<file path="config.mk">
export PLATFORM = sky130hd
export DESIGN_NAME = rtc_trim_prescaler
export DESIGN_NICKNAME = d
export VERILOG_FILES = /design/src/rtl/rtc_pre_pkg.sv /design/src/rtl/rtc_trim_latch.sv /design/src/rtl/rtc_sec_counter.sv /design/src/rtl/rtc_subsec_scale.sv /design/src/rtl/rtc_trim_prescaler.sv
export SDC_FILE = /design/constraint.sdc
export NUM_CORES = 1
export LEC_CHECK = 0
export ABC_AREA = 0
export CORE_UTILIZATION = 29
export DETAILED_ROUTE_END_ITERATION = 8
export DONT_BUFFER_PORTS = 1
export PLACE_DENSITY = 0.51
export SLEW_MARGIN = 20
export SYNTH_ARGS = -nofsm -noshare
export SYNTH_HDL_FRONTEND = slang
export SYNTH_SLANG_ARGS = --single-unit
</file>
<file path="constraint.sdc">
create_clock -name clk_i -period 5.28 [get_ports clk_i]
set_input_delay 1.056 -clock clk_i [delete_from_list [all_inputs] [get_ports clk_i]]
set_output_delay 1.056 -clock clk_i [all_outputs]
set_load 0.02 [all_outputs]
</file>
<file path="src/rtl/rtc_pre_pkg.sv">
// Shared definitions for the fractional-trim second prescaler.
// Assumes the fraction is always two bits (a four-second rotation).
package rtc_pre_pkg;
    localparam int unsigned Q_W    = 2;
    localparam int unsigned FRAC_W = 7;
    typedef logic [Q_W-1:0] sec_idx_t;
endpackage

</file>
<file path="src/rtl/rtc_trim_latch.sv">
// Holds the pending and the active divide pair.
// A load clamps the integer into [P_MIN, P_MAX] and parks the pair.
// The pair becomes active only when apply_i marks a second boundary.
// Assumes that apply_i is high for at most one cycle per second.
module rtc_trim_latch
    import rtc_pre_pkg::*;
#(
    parameter int unsigned P_W   = 17,
    parameter int unsigned P_MIN = 17'h0FFBF,
    parameter int unsigned P_MAX = 17'h10040,
    parameter int unsigned P_NOM = 17'h10000
) (
    input  logic           clk_i,
    input  logic           rst_n_i,
    input  logic           load_i,
    input  logic [P_W-1:0] p_i,
    input  sec_idx_t       q_i,
    input  logic           apply_i,
    output logic [P_W-1:0] p_act_o,
    output sec_idx_t       q_act_o
);
    localparam logic [P_W-1:0] LO  = P_W'(P_MIN);
    localparam logic [P_W-1:0] HI  = P_W'(P_MAX);
    localparam logic [P_W-1:0] NOM = P_W'(P_NOM);

    logic           pend_q;
    logic [P_W-1:0] pend_p_q;
    sec_idx_t       pend_f_q;
    logic [P_W-1:0] p_clamped;

    // Purpose: force the requested integer into the legal window.
    always_comb begin
        if (p_i < LO)      p_clamped = LO;
        else if (p_i > HI) p_clamped = HI;
        else               p_clamped = p_i;
    end

    // Purpose: park loads and promote them at the boundary (a load wins over clearing).
    always_ff @(posedge clk_i) begin
        if (!rst_n_i) begin
            pend_q   <= 1'b0;
            pend_p_q <= NOM;
            pend_f_q <= '0;
            p_act_o  <= NOM;
            q_act_o  <= '0;
        end else begin
            if (apply_i && pend_q) begin
                p_act_o <= pend_p_q;
                q_act_o <= pend_f_q;
            end
            if (load_i) begin
                pend_q   <= 1'b1;
                pend_p_q <= p_clamped;
                pend_f_q <= q_i;
            end else if (apply_i) begin
                pend_q   <= 1'b0;
            end
        end
    end
endmodule

</file>
<file path="src/rtl/rtc_sec_counter.sv">
// Counts ticks within a second and the four-second rotation index.
// The current second lasts P+1 ticks when index < Q, and P ticks otherwise.
// Assumes P is at least 2, which the clamp window guarantees.
module rtc_sec_counter
    import rtc_pre_pkg::*;
#(
    parameter int unsigned P_W = 17,
    localparam int unsigned CNT_W = P_W + 1
) (
    input  logic             clk_i,
    input  logic             rst_n_i,
    input  logic             tick_i,
    input  logic [P_W-1:0]   p_act_i,
    input  sec_idx_t         q_act_i,
    output logic [CNT_W-1:0] cnt_o,
    output logic             boundary_o,
    output logic             sec_pulse_o
);
    sec_idx_t         idx_q;
    logic [CNT_W-1:0] len;

    // Purpose: length of the current second, including the fractional stretch.
    always_comb begin
        len        = CNT_W'(p_act_i) + CNT_W'(idx_q < q_act_i);
        boundary_o = tick_i && (cnt_o == len - CNT_W'(1));
    end

    // Purpose: advance the tick count, wrap at the boundary and step the index.
    always_ff @(posedge clk_i) begin
        if (!rst_n_i) begin
            cnt_o       <= '0;
            idx_q       <= '0;
            sec_pulse_o <= 1'b0;
        end else begin
            sec_pulse_o <= boundary_o;
            if (boundary_o) begin
                cnt_o <= '0;
                idx_q <= idx_q + sec_idx_t'(1);
            end else if (tick_i) begin
                cnt_o <= cnt_o + CNT_W'(1);
            end
        end
    end
endmodule

</file>
<file path="src/rtl/rtc_subsec_scale.sv">
// Maps the in-second tick count to a 1/128-second position by shifting.
// Saturates at 127 in stretched seconds. Raises a pulse when the position steps.
// Assumes the nominal count is 2^NOM_LOG2 with NOM_LOG2 >= 7.
module rtc_subsec_scale
    import rtc_pre_pkg::*;
#(
    parameter int unsigned CNT_W    = 18,
    parameter int unsigned NOM_LOG2 = 16,
    localparam int unsigned SHIFT   = NOM_LOG2 - FRAC_W
) (
    input  logic              clk_i,
    input  logic              rst_n_i,
    input  logic              tick_i,
    input  logic              boundary_i,
    input  logic [CNT_W-1:0]  cnt_i,
    output logic [FRAC_W-1:0] frac_o,
    output logic              sub_pulse_o
);
    localparam logic [CNT_W-1:0] STEP_MASK = CNT_W'((64'd1 << SHIFT) - 64'd1);
    localparam logic [CNT_W-1:0] FRAC_TOP  = CNT_W'((64'd1 << FRAC_W) - 64'd1);

    logic [CNT_W-1:0] cur_pos;
    logic [CNT_W-1:0] nxt_cnt;
    logic [CNT_W-1:0] nxt_pos;

    // Purpose: present position and the position the next tick would reach.
    always_comb begin
        cur_pos = cnt_i >> SHIFT;
        nxt_cnt = cnt_i + CNT_W'(1);
        nxt_pos = nxt_cnt >> SHIFT;
        frac_o  = (cur_pos > FRAC_TOP) ? FRAC_TOP[FRAC_W-1:0] : cur_pos[FRAC_W-1:0];
    end

    // Purpose: register the step pulse so it lines up with the count update.
    always_ff @(posedge clk_i) begin
        if (!rst_n_i) sub_pulse_o <= 1'b0;
        else          sub_pulse_o <= tick_i && !boundary_i
                                     && ((nxt_cnt & STEP_MASK) == '0)
                                     && (nxt_pos <= FRAC_TOP);
    end
endmodule

</file>
<file path="src/rtl/rtc_trim_prescaler.sv">
// Top of the fractional-trim second prescaler.
// Ties together the pair latch, the second counter and the sub-second scaler.
// Assumes tick_i is a one-cycle enable in the clk_i domain.
module rtc_trim_prescaler
    import rtc_pre_pkg::*;
#(
    parameter int unsigned P_W      = 17,
    parameter int unsigned NOM_LOG2 = 16,
    parameter int unsigned P_MIN    = 17'h0FFBF,
    parameter int unsigned P_MAX    = 17'h10040
) (
    input  logic              clk_i,
    input  logic              rst_n_i,
    input  logic              tick_i,
    input  logic              load_i,
    input  logic [P_W-1:0]    p_i,
    input  logic [1:0]        q_i,
    output logic              sec_pulse_o,
    output logic              sub_pulse_o,
    output logic [FRAC_W-1:0] frac_o
);
    localparam int unsigned CNT_W = P_W + 1;
    localparam int unsigned P_NOM = 1 << NOM_LOG2;

    logic [P_W-1:0]   p_act;
    sec_idx_t         q_act;
    logic [CNT_W-1:0] cnt;
    logic             boundary;

    rtc_trim_latch #(.P_W(P_W), .P_MIN(P_MIN), .P_MAX(P_MAX), .P_NOM(P_NOM)) u_latch (
        .clk_i(clk_i), .rst_n_i(rst_n_i), .load_i(load_i), .p_i(p_i), .q_i(q_i),
        .apply_i(boundary), .p_act_o(p_act), .q_act_o(q_act)
    );

    rtc_sec_counter #(.P_W(P_W)) u_cnt (
        .clk_i(clk_i), .rst_n_i(rst_n_i), .tick_i(tick_i), .p_act_i(p_act),
        .q_act_i(q_act), .cnt_o(cnt), .boundary_o(boundary), .sec_pulse_o(sec_pulse_o)
    );

    rtc_subsec_scale #(.CNT_W(CNT_W), .NOM_LOG2(NOM_LOG2)) u_sub (
        .clk_i(clk_i), .rst_n_i(rst_n_i), .tick_i(tick_i), .boundary_i(boundary),
        .cnt_i(cnt), .frac_o(frac_o), .sub_pulse_o(sub_pulse_o)
    );
endmodule

</file>
Yosys cells after proc, flatten, opt, wreduce, memory -nomap -nowiden
Cells that the tools add are included.
Operators by class
  add/subtract/negate cells: 4
  magnitude comparators: 5
  equality and inequality tests: 1
  mux-type cells: 5
  bitwise operators: 1
  reduce and logical (&&, ||, !) cells: 9
Operator list (count)
  17-bit two-way mux: 2
  17-bit by 1-bit adder with 18-bit output: 1
  18-bit by 1-bit adder with 18-bit output, second input constant: 1
  18-bit == test: 1
  18-bit zero test: 1
  18-bit by 1-bit subtractor with 18-bit output, second input constant: 1
  17-bit > comparator, second input constant: 1
  17-bit by 16-bit less-than comparator with 1-bit output, second input constant: 1
  9-bit by 7-bit > comparator with 1-bit output, second input constant: 1
  9-bit by 7-bit <= comparator with 1-bit output, second input constant: 1
  7-bit two-way mux: 1
  1-bit logical AND: 5
  2-bit by 1-bit adder with 2-bit output, second input constant: 1
  2-bit less-than comparator: 1
  1-bit two-way mux: 2
  2-bit nonzero test: 1
  2-bit OR reduction: 1
  1-bit zero test: 1
  1-bit NOT: 1
Storage, ports and cells
  bits in registers: 61
  bits of input ports: 23
  output and inout bits: 9
  word-level logic and storage cells: 34

Depth between registers and ports, before layout
  word-level depth: 9
  mapped depth: 15
  gate-level depth less buffers: 12

By module
A second synthesis with hierarchy kept.
Second synthesis, totals
  cell total of the unflattened synthesis: 386
  area total of the unflattened synthesis: 3256.9 µm²
Modules (own cells, without submodules)
  rtc_sec_counter: times used 1, cells an instance 197, area an instance 1621.6 µm², sequential area each 420.4 µm²
  rtc_trim_latch: times used 1, cells an instance 171, area an instance 1496.4 µm², sequential area each 780.7 µm²
  rtc_subsec_scale: times used 1, cells an instance 18, area an instance 138.9 µm², sequential area each 20.0 µm²

Worst setup path before layout
OpenSTA, ideal clock, no wires.
  kind: reg2reg
  from: register u_latch.q_act_o[1]
  to: register u_cnt.cnt_o[10]
  library setup time: 0.132 ns
  arrival time: 3.021 ns
  data required time: 5.148 ns
  slack: 2.127 ns
  stages on the path, launching flop included: 16
  buffers on the path: 3
  clock period less this slack: 3.153 ns
  cells stage by stage: dfxtp_1 inv_1 ha_1 a21o_1 ha_1 ha_1 buf_2 or4b_1 nor3_1 xnor2_1 nand4_1 nor4_4 and3_1 buf_2 buf_6 nor3_1
Between the ends
  longest elaborated chain between the ends: 6
Ends and longest elaborated chain
  start: declaration: RTL line rtc_trim_latch.sv:20  | output sec_idx_t q_act_o
  start signal: assignment: RTL line rtc_trim_latch.sv:49  | q_act_o <= pend_f_q;
  2-bit less-than comparator: RTL line rtc_sec_counter.sv:24  | len = CNT_W'(p_act_i) + CNT_W'(idx_q < q_act_i);
  17-bit by 1-bit adder with 18-bit output: RTL line rtc_sec_counter.sv:24
  18-bit by 1-bit subtractor with 18-bit output: RTL line rtc_sec_counter.sv:25  | boundary_o = tick_i && (cnt_o == len - CNT_W'(1));
  18-bit == test: RTL line rtc_sec_counter.sv:25
  1-bit logical AND: RTL line rtc_sec_counter.sv:25
  2-bit OR reduction (no line)
  end signal: assignment: RTL line rtc_sec_counter.sv:40  | cnt_o <= cnt_o + CNT_W'(1);
  end: declaration: RTL line rtc_sec_counter.sv:15  | output logic [CNT_W-1:0] cnt_o,
No other way between the ends.
A chain may end at the register's enable or synchronous reset.

Final worst setup path
  from: register u_latch.q_act_o[1]
  to: register u_latch.p_act_o[8]
Between the ends
  longest elaborated chain between the ends: 6
Ends and longest elaborated chain
  2-bit less-than comparator: RTL line rtc_sec_counter.sv:24
  17-bit by 1-bit adder with 18-bit output: RTL line rtc_sec_counter.sv:24
  18-bit by 1-bit subtractor with 18-bit output: RTL line rtc_sec_counter.sv:25
  18-bit == test: RTL line rtc_sec_counter.sv:25
  1-bit logical AND: RTL line rtc_sec_counter.sv:25
  1-bit logical AND: RTL line rtc_trim_latch.sv:47  | if (apply_i && pend_q) begin
  end signal: assignment: RTL line rtc_trim_latch.sv:48  | p_act_o <= pend_p_q;
  end: declaration: RTL line rtc_trim_latch.sv:19  | output logic [P_W-1:0] p_act_o,
No other way between the ends.

==> flow_metrics.py <==
metrics = {
    "clock_tree": {
        "worst_skew_pair.late_latency_ns": 0.33,
        "hold_buffer_count_at_cts": 0,
        "clk_root_buffer_cell": "sky130_fd_sc_hd__clkbuf_16",
        "count_of_instances_resized_after_the_clock_tree_is_built": 0,
        "clock_path_buffers": 2,
        "clock-sinks": 61,
        "tritoncts": "built",
        "cts.clk_slew.worst_paths_ns": 0.06,
        "cts_buffers": 9,
        "post_cts.repair.setup_buffers": 0,
        "htreeDepth": 3,
    },
    "sta": {
        "max_freq_ghz": 0.2615,
        "finalSetupTns_ns": 0,
        "setup_viol_count_final": 0,
        "report.final.slew_viol_count": 0,
        "finalHoldViolations": 0,
        "post-route-period-util_pct": 72.42,
        "final_critical_path_setup_slack_ns": 1.456,
        "finalWorstPathRequiredPeriod_ns": 3.824,
        "finClkSkew_ns": 0.009792,
        "worst_pin_slew_ns": 1.029,
        "holdWs_ns": 0.4547,
        "slew_headroom_pct": 30.95,
        "unrepaired_setup_endpoints_after_global_routing": "no",
    },
    "setup_path": {
        "r2r-end": "u_latch.p_act_o[8]$_SDFFE_PN0P_",
        "startpoint_type": "flop",
        "crit_path_start": "u_latch.q_act_o[1]$_SDFFE_PN0P_",
        "worst_setup_path_endpoint": "u_latch.p_act_o[8]$_SDFFE_PN0P_",
        "critPathRequiredTime_ns": 5.52,
        "critPathArrivalTime_ns": 4.06,
        "r2r_start": "u_latch.q_act_o[1]$_SDFFE_PN0P_",
        "slack_of_the_worst_reg_to_reg_path_ns": 1.46,
        "critical_path.most_common_cell": "sky130_fd_sc_hd__ha_1",
        "reg2regPathDepth": 12,
        "worst_setup_path_end_kind": "flop",
        "crit_path_slowest_cell": "sky130_fd_sc_hd__nand4_2",
        "setup.worst_path.class": "reg -> reg",
        "cpPeakStageDelay_ns": 0.70,
        "critPathMaxFanout": 19,
        "path_cells": "inv_1 > ha_1 > a21o_1 > ha_1 > ha_1 > or4b_1 > nor3_1 > xnor2_1 > nand4_1 > nor4_4 > nand4_2 > mux2i_1",
    },
    "yosys": {
        "portion_of_the_post_synthesis_area_used_by_sequential_elements_pct": 35.70,
        "synth_fp_nets": 436,
        "synthCells": 408,
        "syn_avg_cell_area_sq_um": 8.384,
        "syn_area_sq_um": 3421,
        "synth.distinct_cells": 50,
        "synth.yosys.warnings": 0,
        "ys_ff_latch": 61,
    },
    "pwr": {
        "design_power_total_mw": 1.132,
        "netSwitchingFraction_pct": 20.77,
        "leakage_nw": 1.475,
        "power.density_cell_area_nw_per_um2": 301.3,
        "cellInternalPower_mw": 0.8968,
        "p_clk_share_pct": 55.2,
        "power_share_of_the_combinational_group_pct": 2.5,
        "seq_power_share_pct": 42.2,
        "vdd.ir_drop.worst_mv": 0.1918,
        "switching_power_mw": 0.2352,
    },
    "grt": {
        "initial_antenna_violation_count": 0,
        "globalRouteOverflowTotal": 0,
        "global_route.usage.total_pct": 12.62,
        "wire_length_of_the_first_global_routing_pass_mm": 12.59,
        "pin_count_of_the_biggest_net_entering_global_routing": 53,
        "first_global_vias": 2570,
    },
    "placement": {
        "place.gp.congestion": 0.7760,
        "placed_cells_incl_taps": 521,
        "detailedPlace.worstSlack_ns": 1.416,
        "io_buffer_count": 0,
        "dp_hpwl_mm": 5.083,
    },
    "routing": {
        "vias": 2684,
        "ant_nets": 0,
        "drt-initial-drc-count": 99,
        "firstDrtPassIters": 4,
        "totalWireLength_mm": 7.372,
        "wl_per_cell_um": 13.73,
        "routed_via_density": 4.998,
        "drc": 0,
    },
    "finish": {
        "area_delta_synth_final_pct": 9.839,
        "insertedDiodeCount": 0,
        "finalNetCount": 417,
        "instances_no_fill": 537,
        "fraction_of_final_layout_cells_sized_beyond_drive_strength_1_pct": 6.091,
    },
    "floorplanning": {
        "initial_core_util_pct": 29.83,
        "placement_rows": 39,
        "die-width_um": 110.6,
        "die_area_sq_um": 12230,
        "fp.coreArea_sq_um": 11470,
        "die-height_um": 110.6,
        "io_pins": 32,
    },
    "hold_path": {
        "min-delay-start": "u_latch.pend_p_q[9]$_SDFFE_PN0P_",
        "hold_path.class": "reg -> reg",
    },
    "run_status": {
        "outcome": "finished clean",
    },
    "run": {
        "timing.max_cap.violations": 0,
    },
}
[power groups by stage]
stage          clock (mW)  sequential, mW  combinational [mW]
3_3_place_gp            0           0.488              0.0280
4_1_cts             0.643           0.478              0.0288
6_report            0.625           0.478              0.0285
3_5_place_dp            0           0.488              0.0285
2_1_floorplan           0           0.486              0.0324
5_1_grt             0.661           0.479              0.0326
[registers in the layout (all words and copies together) (netlist names)]
register,count
u_latch.q_act_o,2
u_latch.pend_q,1
u_latch.pend_f_q,2
u_latch.p_act_o,17
u_cnt.cnt_o,18
u_latch.pend_p_q,17
u_sub.sub_pulse_o,1
u_cnt.sec_pulse_o,1
u_cnt.idx_q,2
[worst max-delay path, delay by kind of cell (launching register included)]
family | cells | cell delay [ns]
fa+ha+maj | 3 | 0.78
simple gates | 5 | 1.96
flops | 1 | 0.32
compound gates | 1 | 0.10
xor+xnor | 1 | 0.15
buf+inv | 1 | 0.04
mux | 1 | 0.36
[logic make-up (layout without fill, tap and decap cells)]
family | count (synthesis) | count (layout) | share of synthesized area [%]
flops | 61 | 61 | 35.70
simple gates | 188 | 188 | 30.94
buf+inv | 35 | 21 | 5.194
mux | 24 | 24 | 7.023
compound gates | 54 | 54 | 8.815
fa+ha+maj | 5 | 5 | 1.829
xor+xnor | 41 | 41 | 10.50
[final cells by class]
class	instances	area, sq um
Fill cell	1205	7710
Multi-Input combinational cell	312	2022
Sequential cell	61	1221
Clock buffer	10	229.0
Tap cell	143	178.9
Clock inverter	6	87.58
Inverter	5	18.77
[cells in the mapped netlist (all sizes together)]
| library cell | number | area share [%] |
|---|---|---|
| a211oi | 1 | 0.22 |
| a21boi | 1 | 0.22 |
| a21o | 2 | 0.44 |
| a21oi | 22 | 3.2 |
| a221o | 1 | 0.29 |
| a31oi | 4 | 0.73 |
| and2 | 4 | 0.73 |
| and3 | 5 | 0.91 |
| and4 | 3 | 0.84 |
| buf | 8 | 2.2 |
| clkbuf | 22 | 2.4 |
| clkinv | 1 | 0.11 |
| dfxtp | 61 | 36 |
| ha | 5 | 1.8 |
| inv | 4 | 0.44 |
| mux2i | 24 | 7.0 |
| nand2 | 53 | 5.8 |
| nand2b | 24 | 4.4 |
| nand3 | 12 | 1.8 |
| nand3b | 4 | 0.88 |
| nand4 | 12 | 2.4 |
| nand4b | 1 | 0.26 |
| nor2 | 18 | 2.0 |
| nor2b | 1 | 0.18 |
| nor3 | 21 | 3.5 |
| nor3b | 1 | 0.22 |
| nor4 | 11 | 3.1 |
| nor4b | 2 | 0.51 |
| o21ai | 19 | 2.8 |
| o22ai | 1 | 0.18 |
| o31a | 2 | 0.51 |
| o31ai | 1 | 0.22 |
| or2b | 1 | 0.22 |
| or3 | 10 | 2.0 |
| or4 | 4 | 0.99 |
| or4b | 1 | 0.29 |
| xnor2 | 22 | 5.6 |
| xor2 | 19 | 4.9 |
[metal layers]
| metal | global-route usage, % | vias to the layer above | routed length, um | share of wire [%] |
|---|---|---|---|---|
| met5 | 0 | - | 0 | 0 |
| met4 | 4.000 | 0 | 97 | 1.3 |
| met3 | 3.403 | 11 | 267 | 3.6 |
| met2 | 19.05 | 49 | 3184 | 43 |
| met1 | 17.39 | 1240 | 3822 | 52 |
| li1 | - | 1384 | - | - |
[worst min-delay path by stage]
stage	end	slack (ns)	depth (start not counted)
after floorplan	u_latch.p_act_o[6]$_SDFFE_PN0P_	0.43	2
after global placement	u_latch.p_act_o[9]$_SDFFE_PN0P_	0.44	2
after detailed placement	u_latch.p_act_o[8]$_SDFFE_PN0P_	0.45	2
after CTS	u_latch.p_act_o[0]$_SDFFE_PN0P_	0.46	2
after global routing	u_latch.p_act_o[8]$_SDFFE_PN0P_	0.48	2
final	u_latch.p_act_o[9]$_SDFFE_PN0P_	0.45	2
[placed cells by master (no fill, tap or decap), types with 11 or more instances in the layout]
master | netlist | final
sky130_fd_sc_hd__nand2b_1 | 24 | 24
sky130_fd_sc_hd__a21oi_1 | 22 | 22
sky130_fd_sc_hd__nor3_1 | 19 | 19
sky130_fd_sc_hd__nand3_1 | 12 | 12
sky130_fd_sc_hd__nor2_1 | 18 | 18
sky130_fd_sc_hd__nand4_1 | 11 | 11
sky130_fd_sc_hd__xnor2_1 | 22 | 22
sky130_fd_sc_hd__mux2i_1 | 24 | 24
sky130_fd_sc_hd__dfxtp_1 | 61 | 61
sky130_fd_sc_hd__nand2_1 | 53 | 53
sky130_fd_sc_hd__xor2_1 | 19 | 19
sky130_fd_sc_hd__o21ai_0 | 18 | 18
[through the flow]
step	util, %	instance area, sq um
after floorplan	-	3421
after CTS	32.77	3757
after global placement	30.01	3441
after global routing	32.77	3757
final	32.77	3757
after detailed placement	30.01	3441
No activity file was read; power rests on OpenSTA's default activity.
